## src/rtl/vr_pkg.sv

```systemverilog
package vr_pkg;
    localparam int ADDR_W  = 12;
    localparam int SETS    = 4;
    localparam int WAYS    = 8;
    localparam int RSV     = 2;
    localparam int LFSR_W  = 8;
    localparam logic [LFSR_W-1:0] LFSR_TAPS = 8'hB8;

    localparam int PRIV    = WAYS - RSV;
    localparam int POOL    = SETS * RSV;
    localparam int SET_W   = $clog2(SETS);
    localparam int TAG_W   = ADDR_W - SET_W;
    localparam int WAY_W   = $clog2(PRIV);
    localparam int POOL_W  = $clog2(POOL);

    typedef enum logic [1:0] {
        LOC_MISS = 2'd0,
        LOC_PRIV = 2'd1,
        LOC_POOL = 2'd2
    } loc_e;

    typedef struct packed {
        logic              vld;
        logic [ADDR_W-1:0] addr;
    } line_t;

    typedef struct packed {
        logic              valid;
        logic              hit;
        loc_e              loc;
        logic [WAY_W-1:0]  way;
        logic [POOL_W-1:0] entry;
        logic              ev_vld;
        logic [ADDR_W-1:0] ev_addr;
    } rsp_t;

    function automatic logic [SET_W-1:0] set_of(input logic [ADDR_W-1:0] a);
        return a[SET_W-1:0];
    endfunction

    function automatic logic [TAG_W-1:0] tag_of(input logic [ADDR_W-1:0] a);
        return a[ADDR_W-1:SET_W];
    endfunction
endpackage

```

## src/rtl/vr_lfsr.sv

```systemverilog
module vr_lfsr import vr_pkg::*; (
    input  logic              clk,
    input  logic              rst,
    output logic [LFSR_W-1:0] state
);
    logic fb;
    assign fb = ^(state & LFSR_TAPS);

    always_ff @(posedge clk) begin
        if (rst) state <= LFSR_W'(1);
        else     state <= {state[LFSR_W-2:0], fb};
    end
endmodule

```

## src/rtl/vr_priv_array.sv

```systemverilog
module vr_priv_array import vr_pkg::*; (
    input  logic                       clk,
    input  logic                       rst,
    input  logic [SET_W-1:0]           rd_set,
    input  logic [TAG_W-1:0]           rd_tag,
    output logic [PRIV-1:0]            hit_vec,
    output logic [PRIV-1:0]            vld_vec,
    output logic [PRIV-1:0][TAG_W-1:0] tag_vec,
    input  logic                       wr_en,
    input  logic [SET_W-1:0]           wr_set,
    input  logic [WAY_W-1:0]           wr_way,
    input  logic [TAG_W-1:0]           wr_tag,
    output logic [SETS*PRIV-1:0]       vld_all
);
    logic [TAG_W-1:0] tag_flat [SETS*PRIV];

    for (genvar s = 0; s < SETS; s++) begin : g_set
        for (genvar w = 0; w < PRIV; w++) begin : g_way
            logic             v_q;
            logic [TAG_W-1:0] t_q;
            logic             sel;
            assign sel = wr_en && (wr_set == SET_W'(s)) && (wr_way == WAY_W'(w));

            always_ff @(posedge clk) begin
                if (rst)      v_q <= 1'b0;
                else if (sel) v_q <= 1'b1;
            end

            always_ff @(posedge clk) begin
                if (sel) t_q <= wr_tag;
            end

            assign vld_all[s*PRIV + w]  = v_q;
            assign tag_flat[s*PRIV + w] = t_q;
        end
    end

    always_comb begin
        for (int w = 0; w < PRIV; w++) begin
            vld_vec[w] = vld_all[int'(rd_set)*PRIV + w];
            tag_vec[w] = tag_flat[int'(rd_set)*PRIV + w];
            hit_vec[w] = vld_vec[w] && (tag_vec[w] == rd_tag);
        end
    end
endmodule

```

## src/rtl/vr_pool.sv

```systemverilog
module vr_pool import vr_pkg::*; (
    input  logic                   clk,
    input  logic                   rst,
    input  logic [ADDR_W-1:0]      lk_addr,
    output logic [POOL-1:0]        hit_vec,
    output logic [POOL-1:0]        vld_vec,
    output logic [POOL_W-1:0]      ins_idx,
    output line_t                  ins_old,
    input  logic                   wr_en,
    input  logic [POOL_W-1:0]      wr_idx,
    input  line_t                  wr_line,
    output logic [POOL*POOL_W-1:0] age_flat
);
    logic [POOL-1:0]   vld_q;
    logic [ADDR_W-1:0] addr_q [POOL];
    logic [POOL_W-1:0] age_q  [POOL];
    logic [POOL_W-1:0] lru_idx;
    logic              free_found;

    always_ff @(posedge clk) begin
        if (rst)        vld_q <= '0;
        else if (wr_en) vld_q[wr_idx] <= wr_line.vld;
    end

    always_ff @(posedge clk) begin
        if (wr_en) addr_q[wr_idx] <= wr_line.addr;
    end

    // Age 0 is most recent, POOL-1 is least recent; a touch promotes one entry.
    always_ff @(posedge clk) begin
        for (int i = 0; i < POOL; i++) begin
            if (rst)
                age_q[i] <= POOL_W'(POOL - 1 - i);
            else if (wr_en) begin
                if (POOL_W'(i) == wr_idx)          age_q[i] <= '0;
                else if (age_q[i] < age_q[wr_idx]) age_q[i] <= age_q[i] + 1'b1;
            end
        end
    end

    for (genvar i = 0; i < POOL; i++) begin : g_cmp
        assign hit_vec[i] = vld_q[i] && (addr_q[i] == lk_addr);
        assign age_flat[i*POOL_W +: POOL_W] = age_q[i];
    end

    assign vld_vec = vld_q;

    always_comb begin
        lru_idx = '0;
        for (int i = 0; i < POOL; i++)
            if (age_q[i] == POOL_W'(POOL - 1)) lru_idx = POOL_W'(i);
        free_found = 1'b0;
        ins_idx    = lru_idx;
        for (int i = 0; i < POOL; i++) begin
            if (!vld_q[i] && !free_found) begin
                ins_idx    = POOL_W'(i);
                free_found = 1'b1;
            end
        end
        ins_old.vld  = vld_q[ins_idx];
        ins_old.addr = addr_q[ins_idx];
    end
endmodule

```

## src/rtl/vr_cache_ctrl.sv

```systemverilog
module vr_cache_ctrl import vr_pkg::*; (
    input  logic              clk,
    input  logic              rst,
    input  logic              req_valid,
    input  logic [ADDR_W-1:0] req_addr,
    output logic              rsp_valid,
    output logic              rsp_hit,
    output logic [1:0]        rsp_loc,
    output logic [WAY_W-1:0]  rsp_way,
    output logic [POOL_W-1:0] rsp_entry,
    output logic              rsp_evict_valid,
    output logic [ADDR_W-1:0] rsp_evict_addr
);
    logic [SET_W-1:0]           req_set;
    logic [TAG_W-1:0]           req_tag;
    logic [PRIV-1:0]            phit;
    logic [PRIV-1:0]            pvld;
    logic [PRIV-1:0][TAG_W-1:0] ptag;
    logic [SETS*PRIV-1:0]       priv_vld_all;
    logic [POOL-1:0]            qhit;
    logic [POOL-1:0]            pool_vld;
    logic [POOL*POOL_W-1:0]     age_flat;
    logic [POOL_W-1:0]          ins_idx;
    line_t                      ins_old;
    logic [LFSR_W-1:0]          lfsr_q;

    logic              priv_hit, pool_hit, inv_found;
    logic [WAY_W-1:0]  phit_way, victim, rand_way;
    logic [POOL_W-1:0] qhit_idx;
    line_t             vict_line;
    logic              priv_we, pool_we;
    logic [POOL_W-1:0] pool_widx;
    rsp_t              rsp_d, rsp_q;

    assign req_set = set_of(req_addr);
    assign req_tag = tag_of(req_addr);

    vr_lfsr u_lfsr (.clk(clk), .rst(rst), .state(lfsr_q));

    vr_priv_array u_priv (
        .clk(clk), .rst(rst),
        .rd_set(req_set), .rd_tag(req_tag),
        .hit_vec(phit), .vld_vec(pvld), .tag_vec(ptag),
        .wr_en(priv_we), .wr_set(req_set), .wr_way(victim), .wr_tag(req_tag),
        .vld_all(priv_vld_all)
    );

    vr_pool u_pool (
        .clk(clk), .rst(rst),
        .lk_addr(req_addr),
        .hit_vec(qhit), .vld_vec(pool_vld),
        .ins_idx(ins_idx), .ins_old(ins_old),
        .wr_en(pool_we), .wr_idx(pool_widx), .wr_line(vict_line),
        .age_flat(age_flat)
    );

    assign rand_way = WAY_W'(lfsr_q % LFSR_W'(PRIV));

    always_comb begin
        phit_way = '0;
        for (int w = 0; w < PRIV; w++)
            if (phit[w]) phit_way = WAY_W'(w);
        qhit_idx = '0;
        for (int i = 0; i < POOL; i++)
            if (qhit[i]) qhit_idx = POOL_W'(i);
        inv_found = 1'b0;
        victim    = rand_way;
        for (int w = 0; w < PRIV; w++) begin
            if (!pvld[w] && !inv_found) begin
                victim    = WAY_W'(w);
                inv_found = 1'b1;
            end
        end
    end

    assign priv_hit       = |phit;
    assign pool_hit       = (|qhit) && !priv_hit;
    assign vict_line.vld  = pvld[victim];
    assign vict_line.addr = {ptag[victim], req_set};

    assign priv_we   = req_valid && !priv_hit;
    assign pool_we   = req_valid && (pool_hit || (!priv_hit && vict_line.vld));
    assign pool_widx = pool_hit ? qhit_idx : ins_idx;

    always_comb begin
        rsp_d         = '0;
        rsp_d.valid   = req_valid;
        rsp_d.hit     = req_valid && (priv_hit || pool_hit);
        rsp_d.loc     = !req_valid ? LOC_MISS :
                        priv_hit   ? LOC_PRIV :
                        pool_hit   ? LOC_POOL : LOC_MISS;
        rsp_d.way     = priv_hit ? phit_way : victim;
        rsp_d.entry   = qhit_idx;
        rsp_d.ev_vld  = req_valid && !priv_hit && !pool_hit && vict_line.vld && ins_old.vld;
        rsp_d.ev_addr = ins_old.addr;
    end

    always_ff @(posedge clk) begin
        if (rst) rsp_q <= '0;
        else     rsp_q <= rsp_d;
    end

    assign rsp_valid       = rsp_q.valid;
    assign rsp_hit         = rsp_q.hit;
    assign rsp_loc         = rsp_q.loc;
    assign rsp_way         = rsp_q.way;
    assign rsp_entry       = rsp_q.entry;
    assign rsp_evict_valid = rsp_q.ev_vld;
    assign rsp_evict_addr  = rsp_q.ev_addr;
endmodule

```

## config.mk

```make
export PLATFORM = sky130hd
export DESIGN_NAME = vr_cache_ctrl
export DESIGN_NICKNAME = d
export VERILOG_FILES = /design/src/rtl/vr_pkg.sv /design/src/rtl/vr_lfsr.sv /design/src/rtl/vr_priv_array.sv /design/src/rtl/vr_pool.sv /design/src/rtl/vr_cache_ctrl.sv
export SDC_FILE = /design/constraint.sdc
export NUM_CORES = 1
export LEC_CHECK = 0
export ABC_AREA = 1
export BUFFER_PORTS_ARGS = -buffer_cell sky130_fd_sc_hd__clkbuf_2
export CAP_MARGIN = 10
export CORE_UTILIZATION = 35
export DETAILED_ROUTE_END_ITERATION = 8
export GPL_TIMING_DRIVEN = 0
export PLACE_DENSITY_LB_ADDON = 0.15
export SLEW_MARGIN = 20
export SYNTH_ARGS = -nofsm -noshare
export SYNTH_HDL_FRONTEND = slang
export SYNTH_HIERARCHICAL = 1
export SYNTH_SLANG_ARGS = --single-unit
```

## constraint.sdc

```tcl
create_clock -name clk -period 12.7 [get_ports clk]
set_input_delay 1.27 -clock clk [delete_from_list [all_inputs] [get_ports clk]]
set_output_delay 1.27 -clock clk [all_outputs]
set_load 0.02 [all_outputs]
```

==> results.py, run 1 <==
metrics = {
    "outcome": {
        "status": "finished, final reports clean",
    },
    "die": {
        "die_height_um": 264,
        "fp.dieW_um": 264,
        "initial_core_util": 0.356,
        "floorplan.core_area_um2": 67600,
        "placement_rows": 95,
        "ios": 38,
        "die-area_um2": 69800,
    },
    "clock_network": {
        "post_cts.repair.setup_buffers": 0,
        "cts_tree": "done",
        "cts-buffers-inserted": 49,
        "cts.clk_slew.worst_paths_ns": 0.06,
        "clock_sink_count": 423,
        "root_buffer": "clkbuf_16",
        "cts_max_path_buffers": 3,
        "cts-resized-gates": 0,
        "clk_latency_ns": 0.61,
        "post_cts_hold_buffers": 0,
        "cts-htree-levels": 2,
    },
    "critical_path": {
        "crit_family": "buffers and inverters",
        "crit_start": "req_addr[0]",
        "timing.critical_path.from_type": "primary input",
        "critPathBufInv": 13,
        "r2r_slack_ns": 6.89,
        "crit_path_end_kind": "flip-flop",
        "path_class": "primary input to flip-flop",
        "critical-path-max-stage-delay_ns": 0.69,
        "r2r-start": "u_priv/g_set[3].g_way[0].t_q[6]$_DFFE_PP_",
        "cpMaxStageDelayCell": "o21ai_1",
        "critPathArrivalTime_ns": 8.82,
        "critical-path-top-cell-by-count": "nand2_1",
        "cp.required_ns": 12.99,
        "worst_r2r_endpoint": "u_pool/age_q[1][1]$_DFFE_PP_",
        "worst_r2r_path_depth": 27,
        "worstPathMaxFanout": 19,
    },
    "global_routing": {
        "grt_pass1_wl_mm": 162,
        "via_count_of_the_first_global_routing_pass": 21345,
        "globalRouteTotalUtil": 0.330,
        "maximum_number_of_pins_on_one_net_before_global_route_repair": 37,
        "antenna_violations_before_repair": 2,
        "grt-ovfl-total": 0,
    },
    "pwr": {
        "total_power_per_unit_cell_area_nw_per_um2": 132,
        "power.static_leakage_nw": 11.3,
        "post-layout-total-power_mw": 3.59,
        "ir_worst_vdd_mv": 0.109,
    },
    "routing": {
        "route.met2.wl_mm": 52.4,
        "detail_route.wl_per_cell_um": 29.6,
        "dr_vias": 22109,
        "detail_route.vias_per_cell": 5.64,
        "postRouteAntennaNets": 0,
        "drt_iter0_markers": 2479,
        "drt-pass1-iter-count": 6,
        "met1_length_mm": 46.4,
        "route.met3.wl_mm": 8.17,
        "post-route-drc-count": 0,
        "maxUsedRoutingLayer": "met4",
        "totalWireLength_mm": 116,
    },
    "finish": {
        "fin_nets": 3058,
        "final_non_filler_cells": 3922,
        "layout-drive-gt1-share": 0.113,
        "area_delta_synth_final_pct": 13.1,
    },
    "yosys": {
        "netlist_instances": 2908,
        "synth.cell_area_um2": 24100,
        "synth_fp_nets": 2958,
        "yosys_warnings": 6,
        "syn_avg_cell_area_um2": 8.28,
    },
    "min_path": {
        "worst_hold_startpoint": "u_lfsr/state[1]$_SDFF_PP0_",
        "hold_path_class": "flip-flop to flip-flop",
        "hold_path_depth": 2,
        "hold_end": "u_lfsr/state[2]$_SDFF_PP0_",
    },
    "sta": {
        "fin_crit_sh": 0.672,
        "setup_tns_final_ns": 0,
        "worstMarginPinSlew_ns": 1.17,
        "final-max-slew-violation-count": 0,
        "finalWorstPathRequiredPeriod_ns": 8.53,
        "skew_ns": 0.0350,
        "max_freq_ghz": 0.117,
        "grt_setup_unrepaired": "false",
        "slew_headroom": 0.212,
        "report.final.hold_viol_count": 0,
        "setup_violations": 0,
    },
    "placement": {
        "place.detailed.instances": 3830,
        "place.gp.congestion": 1.00,
        "detailedPlacementHpwl_mm": 87.2,
        "port_buffers": 37,
    },
    "job": {
        "max_cap_violations": 0,
    },
}
## layer usage
layer / vias up / GRT usage
met5: - / 0
met1: 10668 / 0.414
met3: 314 / 0.0462
li1: 10010 / -
met2: 1117 / 0.535
met4: 0 / 0.211
## worst max-delay path by stage
| stage | to | slack, ns | cells past startpoint |
|---|---|---|---|
| 3_5_place_dp | u_pool/age_q[1][1]$_DFFE_PP_ | 3.77 | 31 |
| 5_1_grt | u_pool/age_q[7][2]$_SDFFCE_PN0P_ | 3.85 | 36 |
| 3_3_place_gp | u_pool/age_q[1][0]$_SDFFCE_PN0P_ | 3.36 | 31 |
| 2_1_floorplan | u_pool/age_q[1][0]$_SDFFCE_PN0P_ | 6.62 | 33 |
| 4_1_cts | u_pool/age_q[1][1]$_DFFE_PP_ | 4.38 | 31 |
| 6_report | u_pool/age_q[1][1]$_DFFE_PP_ | 4.17 | 36 |
## power by group
part	total, mW	switching (mW)	internal, mW
sequential	1.54	0.00678	1.54
clock	1.46	0.596	0.865
combinational	0.582	0.452	0.130
## through the flow
stage / worst slack (ns) / utilization / cell area (um2) / hold slack [ns]
final: 4.17 / 0.403 / 27200 / 0.449
after global routing: 3.85 / 0.403 / 27200 / 0.472
after CTS: 4.38 / 0.403 / 27200 / 0.454
after detailed placement: 3.77 / 0.378 / 25600 / 0.435
after global placement: 3.36 / 0.375 / 25400 / 0.435
after floorplan: 6.62 / - / 24100 / 0.400
## tightest hold or removal path: stages (launching register included)
cell     delay [ns]
dfxtp_1        0.32
inv_1          0.05
nor2_1         0.03
## sequential cells by signal, indices dropped and copies added (netlist names), 2 cells and up
signal and flops:
u_priv/g_set.g_way.v_q 24, rsp_loc 2, rsp_entry 3, u_priv/g_set.g_way.t_q 240, rsp_evict_addr 12, u_pool/age_q 24
u_lfsr/state 8, rsp_way 3, u_pool/vld_vec 8, u_pool/addr_q 96
## placed cells by master (no fill, tap or decap), types with 26 or more instances in the layout
cell / count
nand2_1: 822
nand3_1: 489
edfxtp_1: 360
inv_1: 255
nor2_1: 200
o21ai_0: 108
buf_2: 63
dfxtp_1: 63
clkbuf_16: 52
o21ai_1: 50
clkbuf_1: 48
or2_2: 37
clkbuf_2: 37
o22ai_1: 35
ha_1: 35
a21oi_1: 31
mux2i_1: 27
buf_6: 26
nor2_2: 26
xnor2_1: 26
## cell type report
cell class,count,area [um2]
diodes,2,5.00
plain buffers,146,862
clock buffers,65,1380
clock inverters,25,263
fillers,6881,40400
inverters,274,1030
multi-input cells,2065,10200
flip-flops and latches,423,12100
well taps,873,1090
repair buffers,49,357
Power figures use the tool's default switching activity.
==> run 2, diff against run 1 <==
--- a/config.mk
+++ b/config.mk
@@ -5,7 +5,7 @@
 export SDC_FILE = /design/constraint.sdc
 export NUM_CORES = 1
 export LEC_CHECK = 0
-export ABC_AREA = 1
+export ABC_AREA = 0
 export BUFFER_PORTS_ARGS = -buffer_cell sky130_fd_sc_hd__clkbuf_2
 export CAP_MARGIN = 10
 export CORE_UTILIZATION = 35
==> constraint.sdc (replaced) <==
create_clock -name clk -period 8.82 [get_ports clk]
set_input_delay 0.882 -clock clk [delete_from_list [all_inputs] [get_ports clk]]
set_output_delay 0.882 -clock clk [all_outputs]
set_load 0.02 [all_outputs]
==> run 2 against run 1 <==
Critical endpoint is now u_pool/age_q[4][0]$_SDFFCE_PN1P_. First-iteration DRC count down 21%. Register-to-register slack lost 4.3 ns. Die area up 1.1%. Global-route usage fell by 7.0 points. Clock skew increased by 0.011 ns. Sequential power is 43% higher. Largest power group unchanged.
==> results.py, run 2 <==
metrics = {
    "outcome": {
        "status": "finished, final reports clean",
    },
    "finish": {
        "final_non_filler_cells": 2927,
        "layout-drive-gt1-share": 0.222,
        "fillers": 6584,
        "insertedDiodeCount": 0,
        "largestRegisters": "u_priv/g_set.g_way.t_q x240, u_pool/addr_q x96",
        "regMostFlops": "u_priv/g_set.g_way.t_q",
        "fin_nets": 2007,
        "area_delta_synth_final_pct": 14.0,
        "layout.cells.most_common": "edfxtp_1",
        "most-common-layout-cells": "edfxtp_1 (360), mux2i_1 (139), mux4_2 (117), xnor2_1 (113), nor2_1 (107)",
        "flip_flop_count_of_the_largest_register_after_layout": 240,
        "design_area_um2": 27700,
    },
    "routing": {
        "detail_route.vias_per_cell": 6.01,
        "postRouteAntennaNets": 0,
        "totalWireLength_mm": 91.9,
        "detail_route.wl_per_cell_um": 31.4,
        "dr_vias": 17595,
        "drt_iter0_markers": 1956,
        "post-route-drc-count": 0,
        "drt-pass1-iter-count": 6,
    },
    "critical_path": {
        "cpMaxStageDelayCell": "mux4_2",
        "path_class": "primary input to flip-flop",
        "critPathArrivalTime_ns": 8.77,
        "timing.critical_path.from_type": "primary input",
        "critical-path-top-cell-by-count": "buf_6",
        "critical-path-max-stage-delay_ns": 0.57,
        "r2r-start": "u_priv/g_set[0].g_way[5].t_q[8]$_DFFE_PP_",
        "crit_start": "req_addr[0]",
        "cp.required_ns": 9.11,
        "crit_path_end_kind": "flip-flop",
        "worstPathMaxFanout": 16,
    },
    "sta": {
        "worst_slack_ns": 0.335,
        "max_freq_ghz": 0.118,
        "fin_crit_sh": 0.962,
        "worstMarginPinSlew_ns": 1.27,
        "final-max-slew-violation-count": 0,
        "setup_violations": 0,
        "tightest_hold_margin_ns": 0.486,
        "grt_setup_unrepaired": "false",
        "report.final.hold_viol_count": 0,
        "finalWorstPathRequiredPeriod_ns": 8.49,
        "slew_headroom": 0.155,
        "skew_ns": 0.0457,
    },
    "placement": {
        "detailedPlacementHpwl_mm": 68.4,
        "post_place_setup_slack_ns": -0.744,
        "place.gp.congestion": 0.976,
        "dpl-instance-area_um2": 26000,
        "place.detailed.instances": 2838,
        "port_buffers": 37,
    },
    "die": {
        "placement_rows": 96,
        "fp.dieW_um": 266,
        "initial_core_util": 0.354,
        "ios": 38,
        "die-area_um2": 70600,
        "floorplan.core_area_um2": 68700,
        "die_height_um": 266,
    },
    "clock_network": {
        "post_cts.repair.setup_buffers": 0,
        "cts_max_path_buffers": 3,
        "root_buffer": "clkbuf_16",
        "cts.clk_slew.worst_paths_ns": 0.06,
        "clock_sink_count": 423,
        "clk_latency_ns": 0.63,
        "cts_tree": "done",
        "cts-buffers-inserted": 49,
        "cts-htree-levels": 2,
    },
    "global_routing": {
        "via_count_of_the_first_global_routing_pass": 17380,
        "maximum_number_of_pins_on_one_net_before_global_route_repair": 34,
        "globalRouteTotalUtil": 0.260,
        "antenna_violations_before_repair": 0,
        "grt-ovfl-total": 0,
        "grt_pass1_wl_mm": 130,
    },
    "pwr": {
        "ir_worst_vdd_mv": 0.174,
        "power.static_leakage_nw": 9.31,
        "total_power_per_unit_cell_area_nw_per_um2": 180,
    },
    "yosys": {
        "yosys_warnings": 6,
        "synth.cell_area_um2": 24300,
        "netlist_instances": 1848,
        "syn_avg_cell_area_um2": 13.2,
        "synth_fp_nets": 1898,
    },
    "job": {
        "max_cap_violations": 0,
    },
    "min_path": {
        "hold_path_class": "flip-flop to flip-flop",
        "worst_hold_startpoint": "u_lfsr/state[0]$_SDFF_PP1_",
    },
}
-- run 2: changes by cell type in the layout (fill, tap and decap cells not counted), moves of 35 or more --
cell | before | now
buf_2 | 63 | 21
inv_1 | 255 | 32
mux2i_1 | 27 | 139
mux4_2 | 0 | 117
nand2_1 | 822 | 85
nand3_1 | 489 | 49
nor2_1 | 200 | 107
o21ai_0 | 108 | 60
o21ai_1 | 50 | 1
or2_2 | 37 | 2
xnor2_1 | 26 | 113
-- run 2: metrics by stage --
step	setup TNS, ns	utilization	power (mW)
2_1_floorplan	0	-	2.64
3_3_place_gp	-27.33	0.374	2.90
3_5_place_dp	-27.16	0.379	2.90
4_1_cts	0	0.403	5.00
5_1_grt	0	0.404	5.12
6_report	0	0.404	4.99
-- run 2: per-layer routing --
metal  vias up  track usage  share of wire
met1      9008        0.339           0.41
met5         -            0              0
met3       234       0.0442          0.075
met2       898        0.425           0.47
li1       7455            -              -
met4         0        0.117          0.050
-- run 2: layout make-up --
cell class / count / area (um2) / area share
flip-flops and latches: 423 / 12100 / 0.435
well taps: 931 / 1160 / 0.0420
inverters: 36 / 136 / 0.00492
clock buffers: 62 / 1330 / 0.0478
repair buffers: 59 / 470 / 0.0170
plain buffers: 130 / 956 / 0.0345
clock inverters: 28 / 315 / 0.0114
multi-input cells: 1258 / 11300 / 0.407
-- run 2: power by group --
part           switching [mW]  internal [mW]  leakage (nW)
clock network           0.861           1.24         0.803
registers             0.00840           2.19          3.74
logic                   0.450          0.230          4.77
-- run 2: worst paths after layout --
kind	endpoint	slack, ns	cells after the start
min	u_lfsr/state[1]$_SDFF_PP0_	0.49	1
max	u_pool/age_q[4][0]$_SDFFCE_PN1P_	0.33	29
max reg2reg	u_pool/age_q[4][0]$_SDFFCE_PN1P_	2.56	19
min reg2reg	u_lfsr/state[1]$_SDFF_PP0_	0.49	1
-- run 2: critical path, delay by kind of cell --
family	cells	cell delay, ns
buffers and inverters	12	3.32
and+or+nand+nor	8	1.41
AOI/OAI and AO/OA	4	1.37
muxes	2	0.90
adders and majority gates	2	0.66
xor gates and xnor gates	1	0.14
-- run 2: timing repair --
action                                  in CTS  in global routing
hold buffers                                 0                  0
cloned                                       0                  0
resized for setup                            2                 12
pin swaps                                    0                  0
endpoints found under the setup margin      23                 40
